**config.mk**
```make
export PLATFORM = sky130hd
export DESIGN_NAME = pwm_trip_override
export DESIGN_NICKNAME = d
export VERILOG_FILES = /design/src/rtl/trip_pkg.sv /design/src/rtl/dc_evt_qual.sv /design/src/rtl/trip_latch.sv /design/src/rtl/pin_override.sv /design/src/rtl/trip_flags.sv /design/src/rtl/pwm_trip_override.sv
export SDC_FILE = /design/constraint.sdc
export NUM_CORES = 1
export LEC_CHECK = 0
export BUFFER_PORTS_ARGS = -buffer_cell sky130_fd_sc_hd__buf_2
export CORE_UTILIZATION = 41
export CTS_CLUSTER_SIZE = 20
export DETAILED_ROUTE_END_ITERATION = 6
export HOLD_SLACK_MARGIN = 0.08
export PLACE_DENSITY = 0.82
export SLEW_MARGIN = 20
export SYNTH_ARGS = -nofsm -noshare
export SYNTH_HDL_FRONTEND = slang
export SYNTH_HIERARCHICAL = 1
export SYNTH_SLANG_ARGS = --single-unit
```
**constraint.sdc**
```tcl
create_clock -name clk -period 5.8 [get_ports clk]
set_clock_uncertainty 0.15 [all_clocks]
set_input_delay 0.87 -clock clk [delete_from_list [all_inputs] [get_ports clk]]
set_output_delay 0.87 -clock clk [all_outputs]
set_load 0.02 [all_outputs]
```
**src/rtl/trip_pkg.sv**
```systemverilog
// Shared action codes and the decode helper for the trip override stage.
// Assumes a 2-bit action code per source and per channel.
package trip_pkg;

    typedef enum logic [1:0] {
        ACT_HIZ  = 2'b00,
        ACT_HIGH = 2'b01,
        ACT_LOW  = 2'b10,
        ACT_KEEP = 2'b11
    } act_e;

    localparam int FLAG_CBC = 0;
    localparam int FLAG_OST = 1;

    // Decodes an action code into {drive enable, level}.
    function automatic logic [1:0] act_drive(input logic [1:0] code);
        unique case (code)
            ACT_HIZ:  act_drive = 2'b00;
            ACT_HIGH: act_drive = 2'b11;
            ACT_LOW:  act_drive = 2'b10;
            default:  act_drive = 2'b10;
        endcase
    endfunction

endpackage

```
**src/rtl/dc_evt_qual.sv**
```systemverilog
// Digital-compare event qualifier. Each event either passes straight
// through (asynchronous) or is registered once on the module clock.
// Assumes sync_sel is static while its event is active.
module dc_evt_qual #(
    parameter int N_EVT = 4
) (
    input  logic             clk,
    input  logic             rst_n,
    input  logic [N_EVT-1:0] raw_i,
    input  logic [N_EVT-1:0] sync_sel_i,
    output logic [N_EVT-1:0] qual_o
);

    logic [N_EVT-1:0] evt_q;

    for (genvar i = 0; i < N_EVT; i++) begin : g_evt
        // Registers the event for the synchronous path.
        always_ff @(posedge clk) begin
            if (!rst_n) evt_q[i] <= 1'b0;
            else        evt_q[i] <= raw_i[i];
        end
        assign qual_o[i] = sync_sel_i[i] ? evt_q[i] : raw_i[i];

        AST_SYNC_DELAY: assert property (@(posedge clk) disable iff (!rst_n)
            sync_sel_i[i] && $stable(sync_sel_i[i]) |-> qual_o[i] == $past(raw_i[i]));
    end

endmodule

```
**src/rtl/trip_latch.sv**
```systemverilog
// Set/clear trip latch. A set forces the active output in the same cycle.
// The held state then persists until a clear strobe arrives with no set.
// Assumes set and clear are synchronous to clk.
module trip_latch (
    input  logic clk,
    input  logic rst_n,
    input  logic set_i,
    input  logic clr_i,
    output logic held_o,
    output logic active_o
);

    // Holds the trip; a set in the same cycle overrides a clear.
    always_ff @(posedge clk) begin
        if (!rst_n) held_o <= 1'b0;
        else        held_o <= set_i | (held_o & ~clr_i);
    end

    assign active_o = held_o | set_i;

    AST_LATCH_HOLD: assert property (@(posedge clk) disable iff (!rst_n)
        held_o && !clr_i |=> held_o);
    AST_LATCH_SET:  assert property (@(posedge clk) disable iff (!rst_n)
        set_i |=> held_o);

endmodule

```
**src/rtl/pin_override.sv**
```systemverilog
// Per-channel pin resolver. The order is latched trip, then direct event 1,
// then direct event 2, then raw PWM. A "no change" code passes down a level.
// Purely combinational; clk and rst_n serve only the checks.
module pin_override
    import trip_pkg::*;
(
    input  logic       clk,
    input  logic       rst_n,
    input  logic       tripped_i,
    input  logic       dir1_i,
    input  logic       dir2_i,
    input  logic       pwm_i,
    input  logic [1:0] act_trip_i,
    input  logic [1:0] act_e1_i,
    input  logic [1:0] act_e2_i,
    output logic       pin_o,
    output logic       oe_o
);

    logic [1:0] drv;

    // Chooses the highest-priority source whose code is not "no change".
    always_comb begin
        if (tripped_i && act_trip_i != ACT_KEEP)  drv = act_drive(act_trip_i);
        else if (dir1_i && act_e1_i != ACT_KEEP)  drv = act_drive(act_e1_i);
        else if (dir2_i && act_e2_i != ACT_KEEP)  drv = act_drive(act_e2_i);
        else                                      drv = {1'b1, pwm_i};
    end

    assign oe_o  = drv[1];
    assign pin_o = drv[0];

    AST_HIZ_SOURCE: assert property (@(posedge clk) disable iff (!rst_n)
        !oe_o |-> !pin_o && ((tripped_i && act_trip_i == ACT_HIZ) ||
                   (dir1_i && act_e1_i == ACT_HIZ) ||
                   (dir2_i && act_e2_i == ACT_HIZ)));
    AST_IDLE_PASS:  assert property (@(posedge clk) disable iff (!rst_n)
        !tripped_i && !dir1_i && !dir2_i |-> oe_o && pin_o == pwm_i);

endmodule

```
**src/rtl/trip_flags.sv**
```systemverilog
// Sticky trip flags with write-one-to-clear. A set beats a same-cycle clear.
// Assumes set and clear bits are synchronous to clk.
module trip_flags #(
    parameter int N_FLAG = 6
) (
    input  logic              clk,
    input  logic              rst_n,
    input  logic [N_FLAG-1:0] set_i,
    input  logic [N_FLAG-1:0] clr_i,
    output logic [N_FLAG-1:0] flags_o
);

    // Updates each flag: set, else clear, else hold.
    always_ff @(posedge clk) begin
        if (!rst_n) flags_o <= '0;
        else        flags_o <= set_i | (flags_o & ~clr_i);
    end

    for (genvar i = 0; i < N_FLAG; i++) begin : g_chk
        AST_FLAG_STICKY: assert property (@(posedge clk) disable iff (!rst_n)
            flags_o[i] && !clr_i[i] |=> flags_o[i]);
        AST_FLAG_CLEAR:  assert property (@(posedge clk) disable iff (!rst_n)
            clr_i[i] && !set_i[i] |=> !flags_o[i]);
    end

endmodule

```
**src/rtl/pwm_trip_override.sv**
```systemverilog
// Trip override stage for a multi-channel PWM. Events are qualified,
// routed into the shared cycle-by-cycle and one-shot latches or the
// direct path, and then each pin is resolved. Assumes ctr_zero and ost_clr
// are single-cycle strobes on clk. Channel 0 is output A, channel 1 is output B.
module pwm_trip_override
    import trip_pkg::*;
#(
    parameter int N_CH = 2
) (
    input  logic              clk,
    input  logic              rst_n,
    input  logic [N_CH-1:0]   pwm_in,
    input  logic              ctr_zero,
    input  logic [N_CH-1:0]   dc_evt1,
    input  logic [N_CH-1:0]   dc_evt2,
    input  logic [N_CH-1:0]   sync_evt1,
    input  logic [N_CH-1:0]   sync_evt2,
    input  logic [N_CH-1:0]   ost_en1,
    input  logic [N_CH-1:0]   ost_en2,
    input  logic [N_CH-1:0]   cbc_en2,
    input  logic [2*N_CH-1:0] act_trip,
    input  logic [2*N_CH-1:0] act_evt1,
    input  logic [2*N_CH-1:0] act_evt2,
    input  logic              ost_clr,
    input  logic [2*N_CH+1:0] flag_clr,
    output logic [N_CH-1:0]   pwm_out,
    output logic [N_CH-1:0]   pwm_oe,
    output logic [2*N_CH+1:0] trip_flags
);

    localparam int N_EVT  = 2 * N_CH;
    localparam int N_FLAG = 2 * N_CH + 2;

    logic [N_CH-1:0] q1, q2, dir1, dir2;
    logic            cbc_set, ost_set, cbc_held, ost_held, cbc_act, ost_act, tripped;

    dc_evt_qual #(.N_EVT(N_EVT)) u_qual (
        .clk        (clk),
        .rst_n      (rst_n),
        .raw_i      ({dc_evt2, dc_evt1}),
        .sync_sel_i ({sync_evt2, sync_evt1}),
        .qual_o     ({q2, q1})
    );

    // Routes qualified events: only event 2 reaches the cycle-by-cycle latch.
    always_comb begin
        cbc_set = |(q2 & cbc_en2);
        ost_set = |(q1 & ost_en1) | |(q2 & ost_en2);
        dir1    = q1 & ~ost_en1;
        dir2    = q2 & ~ost_en2 & ~cbc_en2;
    end

    trip_latch u_cbc (
        .clk(clk), .rst_n(rst_n), .set_i(cbc_set), .clr_i(ctr_zero),
        .held_o(cbc_held), .active_o(cbc_act)
    );

    trip_latch u_ost (
        .clk(clk), .rst_n(rst_n), .set_i(ost_set), .clr_i(ost_clr),
        .held_o(ost_held), .active_o(ost_act)
    );

    assign tripped = ost_act | cbc_act;

    for (genvar c = 0; c < N_CH; c++) begin : g_ch
        pin_override u_pin (
            .clk        (clk),
            .rst_n      (rst_n),
            .tripped_i  (tripped),
            .dir1_i     (dir1[c]),
            .dir2_i     (dir2[c]),
            .pwm_i      (pwm_in[c]),
            .act_trip_i (act_trip[2*c +: 2]),
            .act_e1_i   (act_evt1[2*c +: 2]),
            .act_e2_i   (act_evt2[2*c +: 2]),
            .pin_o      (pwm_out[c]),
            .oe_o       (pwm_oe[c])
        );
    end

    trip_flags #(.N_FLAG(N_FLAG)) u_flags (
        .clk     (clk),
        .rst_n   (rst_n),
        .set_i   ({dir2, dir1, ost_set, cbc_set}),
        .clr_i   (flag_clr),
        .flags_o (trip_flags)
    );

    AST_CBC_RELEASE: assert property (@(posedge clk) disable iff (!rst_n)
        cbc_held && ctr_zero && !(|(q2 & cbc_en2)) |=> !cbc_held);
    AST_OST_IGNORES_ZERO: assert property (@(posedge clk) disable iff (!rst_n)
        ost_held && ctr_zero && !ost_clr |=> ost_held);
    AST_EVT1_NO_CBC: assert property (@(posedge clk) disable iff (!rst_n)
        !cbc_held && !(|(dc_evt2 | q2)) |=> !cbc_held);

endmodule

```
==> impl_metrics.tcl, run 1 <==
set metrics [dict create \
    status "complete, no violations" \
    min-delay-path-class "reg2reg" \
    critPathLaunchType "input pin" \
    vias 737 \
    rsz0062_at_grt "false" \
    cts_tree "yes" \
    layout_min_cycle_time_ns 3.74 \
    post-place-ws_ns 2.03 \
    worstPathArrival_ns 2.72 \
    post_cts_resized 0 \
    synth_cell_type_count 24 \
    syn-num-nets 115 \
    slew_viol_final 0 \
    p_per_area_nw_per_um2 204 \
    fin_ws_ns 2.06 \
    post-cts-setup-buffers 0 \
    root_buffer "clkbuf_4" \
    fillers 173 \
    register_area_um2 240 \
    pin_count 48 \
    hold_ws_ns 0.420 \
    drive_above_1_share 0.523 \
    slowest_stage "mux2_4" \
    layout.nets 167 \
    grt_usage 0.166 \
    numCtsBuffers 3 \
    vias_per_cell 4.82 \
    cp_slowest_stage_delay_ns 0.30 \
    hold_viol 0 \
    crit_chain "buf_2 -> mux2_4 -> a22oi_1 -> nand2_1 -> or2_1 -> or2_1 -> a21boi_1 -> nor4b_1 -> nor3_1 -> buf_2" \
    clk_pin_slew_ns 0.07 \
    maxSlewHeadroom 0.812 \
    maxCapViolCount 0 \
    first_iter_violations 6 \
    grt_pass1_wl_um 2490 \
    synth_top_cell_area_share 0.312 \
    max_slew.worst_pin.slew_ns 0.278 \
    cts_buffer_depth 2 \
    peakVddDrop_mv 0.134 \
    end_kind "primary output" \
    netlist_instances 77 \
    critPathTopFamily "simple AND/OR/NAND/NOR gates" \
    htreeDepth 1 \
    hpwl_um 1350 \
    gp_congestion 0.675 \
    wl_per_cell_um 10.3 \
    post-route-drc-count 0 \
    core-area_um2 1750 \
    p_leak_nw 0.520 \
    ys_warn_count 6 \
    tns_ns 0 \
    synth-seq-cells 12 \
    areaGrowthSynthToFinish_pct 39.3 \
    cp.required_ns 4.78 \
    ant_nets 0 \
    syn_avg_cell_area_um2 9.99 \
    start_util 0.441 \
    cts.sinks 12 \
    worstSetupPathType "in2out" \
    antenna_found_initial 0 \
    dr.pass1.iters 4 \
    worst-path-max-fanout 6 \
    max_freq_ghz 0.267 \
    netlist_top_cells_area "dfxtp_1 31%, nor2b_4 14%, mux2_4 7.8%, o21a_1 7.8%, a21boi_1 3.9%" \
    grt_pass1_vias 669 \
    die_x_um 45.3 \
    multi_input_area_um2 522 \
    antenna_cells 0 \
    cts_hold_buf 0 \
    grt.overflow.total 0 \
    die_area_um2 2050 \
    yosysTopAreaCell "dfxtp_1" \
    finalPower_mw 0.218 \
    io_buffers 47 \
    grt_max_degree 13 \
    die_y_um 45.3 \
    setup_viol 0 \
    period_share 0.645 \
    wl_um 1580 \
    utilization 0.614 \
    fp-row-count 15 \
    critPathBufInv 2 \
    yosysSeqAreaShare 0.312 \
    clock_latency_ns 0.27 \
    syn_area_um2 769 \
]
-- worst reg2reg max path: stages, from the launching register on --
cell	delay [ns]
dfxtp_1	0.31
mux2_4	0.26
a22oi_1	0.18
nand2_1	0.11
o21a_1	0.19
-- cells in the mapped netlist --
cell      instances
nand2_1           3
mux2_4            4
and2_1            4
nor4b_1           2
nor2_1            2
o21ai_0           2
nand2b_1          2
a21boi_1          4
a21oi_1           2
and3b_1           2
nor4_1            2
or2_1             3
dfxtp_1          12
inv_1             2
nor2b_1           2
nor3b_2           2
a22o_1            1
o31ai_1           2
nor3_1            2
o21a_1            8
a22oi_1           2
and2b_2           2
nor2b_4           8
or2b_1            2
-- metal layers --
metal  share of wire  GRT usage  vias up
met5               0          0        -
met1            0.44      0.188      331
met3           0.051     0.0120        2
met2            0.50      0.301       28
li1                -          -      376
met4           0.010     0.0970        0
-- per-stage QoR --
| stage | area (um^2) | std cells |
|---|---|---|
| after floorplan | 769 | 77 |
| after global placement | 1040 | 149 |
| after detailed placement | 1040 | 149 |
| after CTS | 1070 | 153 |
| after global routing | 1070 | 153 |
| final | 1070 | 153 |
-- flip-flops by register name, indices dropped and copies added, names as in the netlist --
name / cells
u_flags/flags_o: 6
u_qual/evt_q: 4
u_cbc/held_o: 1
u_ost/held_o: 1
-- area by class of cell --
type / count / area share
Tap cell: 25 / 0.0292
Sequential cell: 12 / 0.224
Timing Repair Buffer: 47 / 0.219
Multi-Input combinational cell: 63 / 0.487
Inverter: 2 / 0.00700
Clock buffer: 4 / 0.0338
-- logic make-up (layout without fill, tap and decap cells) --
logic type	count (synthesis)	in the layout	share of synthesized area
simple gates	38	38	0.407
compound gates	21	21	0.193
flops	12	12	0.312
mux	4	4	0.0781
buf+inv	2	53	0.00976
-- cell usage in the layout (no fill, tap or decap), drive strengths merged --
cell / synthesis / layout
nor2: 2 / 2
a22o: 1 / 1
inv: 2 / 2
clkbuf: 0 / 4
nor3b: 2 / 2
nor4b: 2 / 2
nor3: 2 / 2
a21oi: 2 / 2
or2b: 2 / 2
o21ai: 2 / 2
and3b: 2 / 2
or2: 3 / 3
nand2: 3 / 3
nor2b: 10 / 10
a21boi: 4 / 4
o21a: 8 / 8
buf: 0 / 47
o31ai: 2 / 2
dfxtp: 12 / 12
nand2b: 2 / 2
a22oi: 2 / 2
and2: 4 / 4
nor4: 2 / 2
and2b: 2 / 2
mux2: 4 / 4
-- power by group --
| part | switching [mW] | internal, mW |
|---|---|---|
| clock | 0.0274 | 0.0381 |
| sequential | 0.00204 | 0.0877 |
| combinational | 0.0298 | 0.0332 |
-- path summary, 6_finish.rpt --
path                   startpoint            endpoint  slack, ns  depth (start not counted)
setup / recovery     sync_evt2[0]           pwm_oe[0]       2.06                         10
hold / removal       u_cbc/held_o        u_cbc/held_o       0.42                          2
setup reg to reg  u_qual/evt_q[2]  u_flags/flags_o[1]       4.50                          4
hold reg to reg      u_cbc/held_o        u_cbc/held_o       0.42                          2
Note: power is estimated with default switching activity, not from simulation.
==> run 2: changes to the inputs <==
--- a/config.mk
+++ b/config.mk
@@ -5,12 +5,13 @@
 export SDC_FILE = /design/constraint.sdc
 export NUM_CORES = 1
 export LEC_CHECK = 0
+export ABC_AREA = 1
 export BUFFER_PORTS_ARGS = -buffer_cell sky130_fd_sc_hd__buf_2
-export CORE_UTILIZATION = 41
+export CORE_UTILIZATION = 38
 export CTS_CLUSTER_SIZE = 20
 export DETAILED_ROUTE_END_ITERATION = 6
 export HOLD_SLACK_MARGIN = 0.08
-export PLACE_DENSITY = 0.82
+export PLACE_DENSITY = 0.79
 export SLEW_MARGIN = 20
 export SYNTH_ARGS = -nofsm -noshare
 export SYNTH_HDL_FRONTEND = slang
==> constraint.sdc (replaced) <==
create_clock -name clk -period 3.2 [get_ports clk]
set_clock_uncertainty 0.15 [all_clocks]
set_input_delay 0.48 -clock clk [delete_from_list [all_inputs] [get_ports clk]]
set_output_delay 0.48 -clock clk [all_outputs]
set_load 0.02 [all_outputs]
==> impl_metrics.tcl, run 2 <==
set metrics [dict create \
    status "complete, no violations" \
    synth_top_cell_area_share 0.294 \
    hp-start "dc_evt1[0]" \
    hold_path_depth 3 \
    netlist_instances 146 \
    netlist_top_cells_area "dfxtp_1 29%, nand2_1 26%, inv_1 20%, nor2_1 4.6%, a21oi_1 3.7%" \
    tns_ns 0 \
    vias_per_cell 4.17 \
    clk_pin_slew_ns 0.07 \
    worst-path-max-fanout 6 \
    post-cts-setup-buffers 0 \
    hold_viol 0 \
    layout.nets 236 \
    period_share 0.763 \
    yosysTopAreaCell "dfxtp_1" \
    synthTopCellsByCount "56 x nand2_1, 44 x inv_1, 12 x dfxtp_1" \
    cts_hold_buf 0 \
    cts_buffer_depth 2 \
    setup_viol 0 \
    post-route-drc-count 0 \
    ant_nets 0 \
    syn-num-nets 184 \
    critPathMostFrequentCell "nand2_1" \
    end_kind "primary output" \
    dr.pass1.iters 4 \
    antenna_found_initial 0 \
    yosysMostFrequentCell "nand2_1" \
    cp_slowest_stage_delay_ns 0.27 \
    synth_cell_type_count 14 \
    reg.largest.list "u_flags/flags_o (6), u_qual/evt_q (4)" \
    finalPower_mw 0.401 \
    min-delay-path-class "in2reg" \
    fp-row-count 16 \
    io_buffers 47 \
    first_iter_violations 13 \
    maxSlewHeadroom 0.797 \
    cts_tree "yes" \
    yosysSeqAreaShare 0.294 \
    cp.required_ns 2.57 \
    reg2reg_from "u_qual/evt_q[2]" \
    layout_common_cells "56 x nand2_1, 47 x buf_2, 44 x inv_1, 12 x dfxtp_1, 10 x nor2_1" \
    numCtsBuffers 3 \
    grt_usage 0.150 \
    largest_register "u_flags/flags_o" \
    pin_count 48 \
    rsz0062_at_grt "false" \
    maxCapViolCount 0 \
    gp_congestion 0.742 \
    synth-main-ff-cell "dfxtp_1" \
    drive_above_1_share 0.294 \
    max_freq_ghz 0.410 \
    synth-seq-cells 12 \
    grt_pass1_vias 775 \
    post_cts_resized 0 \
    hpwl_um 1400 \
    start_util 0.412 \
    vias 934 \
    grt_pass1_wl_um 2800 \
    die_area_um2 2340 \
    wl_per_cell_um 7.29 \
    die_y_um 48.3 \
    largest_register_ffs 6 \
    path_depth 14 \
    critPathTopFamily "simple AND/OR/NAND/NOR gates" \
    layout_min_cycle_time_ns 2.44 \
    min_to "u_qual/evt_q[0]" \
    grt_max_degree 8 \
    synth-edff-count 0 \
    r2r.worst_path.cells 5 \
    htreeDepth 1 \
    peakVddDrop_mv 0.284 \
    clock_latency_ns 0.27 \
    syn_area_um2 816 \
    p_per_area_nw_per_um2 357 \
    worstSetupStartpoint "sync_evt2[0]" \
    syn_avg_cell_area_um2 5.59 \
    critPathBufInv 4 \
    critPathLaunchType "input pin" \
    die_x_um 48.3 \
    slew_viol_final 0 \
    final_common_cell "nand2_1" \
    async_reset_ff_frac 0 \
    p_leak_nw 0.751 \
    areaGrowthSynthToFinish_pct 37.4 \
    wl_um 1630 \
    grt.overflow.total 0 \
    cts.sinks 12 \
    ys_warn_count 6 \
    r2r_end "u_flags/flags_o[4]" \
    worst-r2r-setup-slack_ns 2.03 \
    fillers 206 \
    worstSetupPathType "in2out" \
    crit_chain "buf_2 -> nand2_1 -> nand2_1 -> nand2_1 -> nand2_1 -> inv_1 -> nand2_1 -> nor2_1 -> inv_1 -> or2_1 -> nand2_1 -> nand2_1 -> o21ai_1 -> buf_2" \
    worstPathArrival_ns 1.81 \
    root_buffer "clkbuf_4" \
    antenna_cells 0 \
    core-area_um2 1980 \
    max_slew.worst_pin.slew_ns 0.303 \
    slowest_stage "or2_1" \
]
==> run 2: cell count changes after synthesis, sizes merged, moves of 4 or more <==
cell	change
and2	-4
inv	+43
nand3	+6
nor2	+8
nand2	+53
a21oi	+6
nor2b	-10
mux2	-4
a21boi	-4
o21a	-8
==> run 2: worst register-to-register path, cell delays in order, from the launching register on <==
cell     delay (ns)
dfxtp_1        0.32
nand2_1        0.05
nand2_1        0.09
nor3b_2        0.30
inv_1          0.07
a21oi_1        0.13
==> run 2: power by group <==
| part | internal [mW] | switching, mW |
|---|---|---|
| clock | 0.0692 | 0.0500 |
| combinational | 0.0509 | 0.0689 |
| sequential | 0.159 | 0.00315 |
==> run 2: routing by layer <==
metal  global-route usage  part of all wire
met4                0.103             0.026
met2                0.244              0.41
met5                    0                 0
met3               0.0189             0.059
met1                0.183              0.51
==> run 2: worst max-delay path by stage <==
stage,endpoint,slack (ns)
6_report,pwm_oe[1],0.76
5_1_grt,pwm_oe[0],0.56
4_1_cts,pwm_oe[1],0.74
3_5_place_dp,pwm_oe[1],0.75
3_3_place_gp,pwm_oe[1],0.76
2_1_floorplan,pwm_oe[0],0.89
==> run 2: cell families after synthesis <==
kind of cell | synth area share
compound gates | 0.0890
simple gates | 0.410
flops | 0.294
buf+inv | 0.207
==> run 2: cell type report <==
cell class | instances | area (um^2) | share of cell area
clock buffer | 4 | 36.3 | 0.0324
inverter | 45 | 169 | 0.151
timing repair buffer | 47 | 235 | 0.210
sequential | 12 | 240 | 0.214
multi-input combinational | 89 | 407 | 0.363
tap | 27 | 33.8 | 0.0301
==> run 2: through the flow <==
step | util | area (um^2) | hold slack [ns] | setup WS [ns] | std cells
2_1_floorplan | - | 816 | 0.292 | 0.894 | 146
3_3_place_gp | 0.547 | 1080 | 0.299 | 0.761 | 220
3_5_place_dp | 0.547 | 1080 | 0.300 | 0.749 | 220
4_1_cts | 0.566 | 1120 | 0.235 | 0.742 | 224
5_1_grt | 0.566 | 1120 | 0.236 | 0.556 | 224
6_report | 0.566 | 1120 | 0.247 | 0.759 | 224
==> run 3: changes to the inputs <==
--- a/config.mk
+++ b/config.mk
@@ -7,11 +7,11 @@
 export LEC_CHECK = 0
 export ABC_AREA = 1
 export BUFFER_PORTS_ARGS = -buffer_cell sky130_fd_sc_hd__buf_2
-export CORE_UTILIZATION = 38
+export CORE_UTILIZATION = 41
 export CTS_CLUSTER_SIZE = 20
 export DETAILED_ROUTE_END_ITERATION = 6
 export HOLD_SLACK_MARGIN = 0.08
-export PLACE_DENSITY = 0.79
+export PLACE_DENSITY = 0.81
 export SLEW_MARGIN = 20
 export SYNTH_ARGS = -nofsm -noshare
 export SYNTH_HDL_FRONTEND = slang
==> constraint.sdc (replaced) <==
create_clock -name clk -period 2.5 [get_ports clk]
set_clock_uncertainty 0.15 [all_clocks]
set_input_delay 0.375 -clock clk [delete_from_list [all_inputs] [get_ports clk]]
set_output_delay 0.375 -clock clk [all_outputs]
set_load 0.02 [all_outputs]
==> impl_metrics.tcl, run 3 (synthesis results as in run 2) <==
set metrics [dict create \
    status "complete, no violations" \
    critPathBufInv 3 \
    gp_congestion 0.756 \
    numCtsBuffers 3 \
    grt_usage 0.184 \
    p_per_area_nw_per_um2 469 \
    utilization 0.642 \
    cts_tree "yes" \
    post-route-drc-count 0 \
    die_x_um 46.6 \
    end_kind "primary output" \
    min-delay-path-class "in2reg" \
    dr.pass1.iters 2 \
    first_iter_violations 7 \
    power_frac_comb 0.325 \
    wl_um 1940 \
    vias 948 \
    clock_latency_ns 0.28 \
    cts_hold_buf 0 \
    cts_buffer_depth 2 \
    critPathTopFamily "simple AND/OR/NAND/NOR gates" \
    layout_min_cycle_time_ns 2.34 \
    layout_common_cells "55 x nand2_1, 45 x buf_2, 44 x inv_1, 12 x dfxtp_1, 9 x nor2_1" \
    intPower_mw 0.370 \
    place_area_um2 1080 \
    cts.sinks 12 \
    fillers 187 \
    period_share 0.935 \
    cp.required_ns 1.98 \
    p_leak_nw 0.765 \
    io_buffers 47 \
    cp_slowest_stage_delay_ns 0.31 \
    p_sw_frac 0.318 \
    grt_pass1_wl_um 2810 \
    hpwl_um 1600 \
    largest_register_ffs 6 \
    crit_chain "nand2_1 -> nand2_1 -> nand2_1 -> nand2_1 -> inv_1 -> nand2_1 -> nor2_2 -> inv_1 -> or2_4 -> nand2_2 -> nand2_1 -> o21ai_2 -> buf_6" \
    reg.largest.list "u_flags/flags_o (6), u_qual/evt_q (4)" \
    hold_viol 0 \
    fin_cells 223 \
    worst-path-max-fanout 6 \
    p_clk_frac 0.292 \
    final_common_cell "nand2_1" \
    slew_viol_final 0 \
    setup_viol 0 \
    peakVddDrop_mv 0.394 \
    fin_area_um2 1160 \
    max_freq_ghz 0.428 \
    worstSetupPathType "reg2out" \
    htreeDepth 1 \
    grt_max_degree 8 \
    fp-row-count 15 \
    p_sw_mw 0.173 \
    core-area_um2 1800 \
    drive_above_1_share 0.323 \
    grt.overflow.total 0 \
    tns_ns 0 \
    antenna_cells 0 \
    maxCapViolCount 0 \
    root_buffer "clkbuf_4" \
    layout.nets 237 \
    max_slew.worst_pin.slew_ns 0.276 \
    placed_cells 218 \
    grt_pass1_vias 774 \
    critPathLaunchType "flop" \
    antenna_found_initial 0 \
    pin_count 48 \
    vias_per_cell 4.25 \
    critPathMostFrequentCell "nand2_1" \
    seq_power_share 0.382 \
    maxSlewHeadroom 0.815 \
    largest_register "u_flags/flags_o" \
    ant_nets 0 \
    hold_ws_ns 0.139 \
    die_area_um2 2170 \
    die_y_um 46.6 \
    start_util 0.453 \
    clk_pin_slew_ns 0.08 \
    slowest_stage "dfxtp_1" \
    areaGrowthSynthToFinish_pct 41.9 \
    worstPathArrival_ns 1.81 \
    wl_per_cell_um 8.70 \
    worst-r2r-setup-slack_ns 1.31 \
]
## run 3: cell count changes in the layout (fill, tap and decap cells not counted), sizes merged
cell  delta
buf      +1
## run 3: worst min-delay path, stage by stage
cell     delay, ns
buf_2         0.09
nand2_1       0.04
inv_1         0.04
## run 3: metal layers
layer / vias up / share of wire / global-route usage
met2: 32 / 0.50 / 0.342
met5: - / 0 / 0
met3: 5 / 0.056 / 0.0353
met4: 0 / 0.015 / 0.0824
met1: 392 / 0.43 / 0.195
li1: 519 / - / -
## run 3: power groups by stage
stage	clock network [mW]	logic, mW	registers [mW]
2_1_floorplan	0	0.0881	0.218
3_3_place_gp	0	0.152	0.211
3_5_place_dp	0	0.158	0.212
4_1_cts	0.164	0.159	0.208
5_1_grt	0.174	0.197	0.209
6_report	0.159	0.177	0.208
## run 3: worst paths after layout
path                       from                 end  cells after the start
max             u_qual/evt_q[1]           pwm_oe[0]                     13
min                  dc_evt2[0]     u_qual/evt_q[2]                      3
max reg2reg     u_qual/evt_q[1]        u_ost/held_o                      9
min reg2reg  u_flags/flags_o[4]  u_flags/flags_o[4]                      2
## run 3: area by class of cell
type,instances,area (um^2),area share
clock buffer,4,36.3,0.0314
inverter,45,169,0.146
multi-input combinational,89,429,0.371
sequential,12,240,0.208
tap,25,31.3,0.0270
timing repair buffer,48,251,0.217
## run 3: what timing repair did
action | in CTS | in global routing
buffers inserted | 0 | 1
hold endpoints to repair | 0 | 0
setup endpoints to repair | 0 | 3
gates resized for setup | 0 | 8
## run 3: per-stage QoR
step / setup slack (ns) / total power [mW]
after global routing: -0.00728 / 0.579
final: 0.162 / 0.543
after global placement: 0.286 / 0.363
after detailed placement: 0.189 / 0.370
after CTS: 0.0861 / 0.530
after floorplan: 0.404 / 0.307
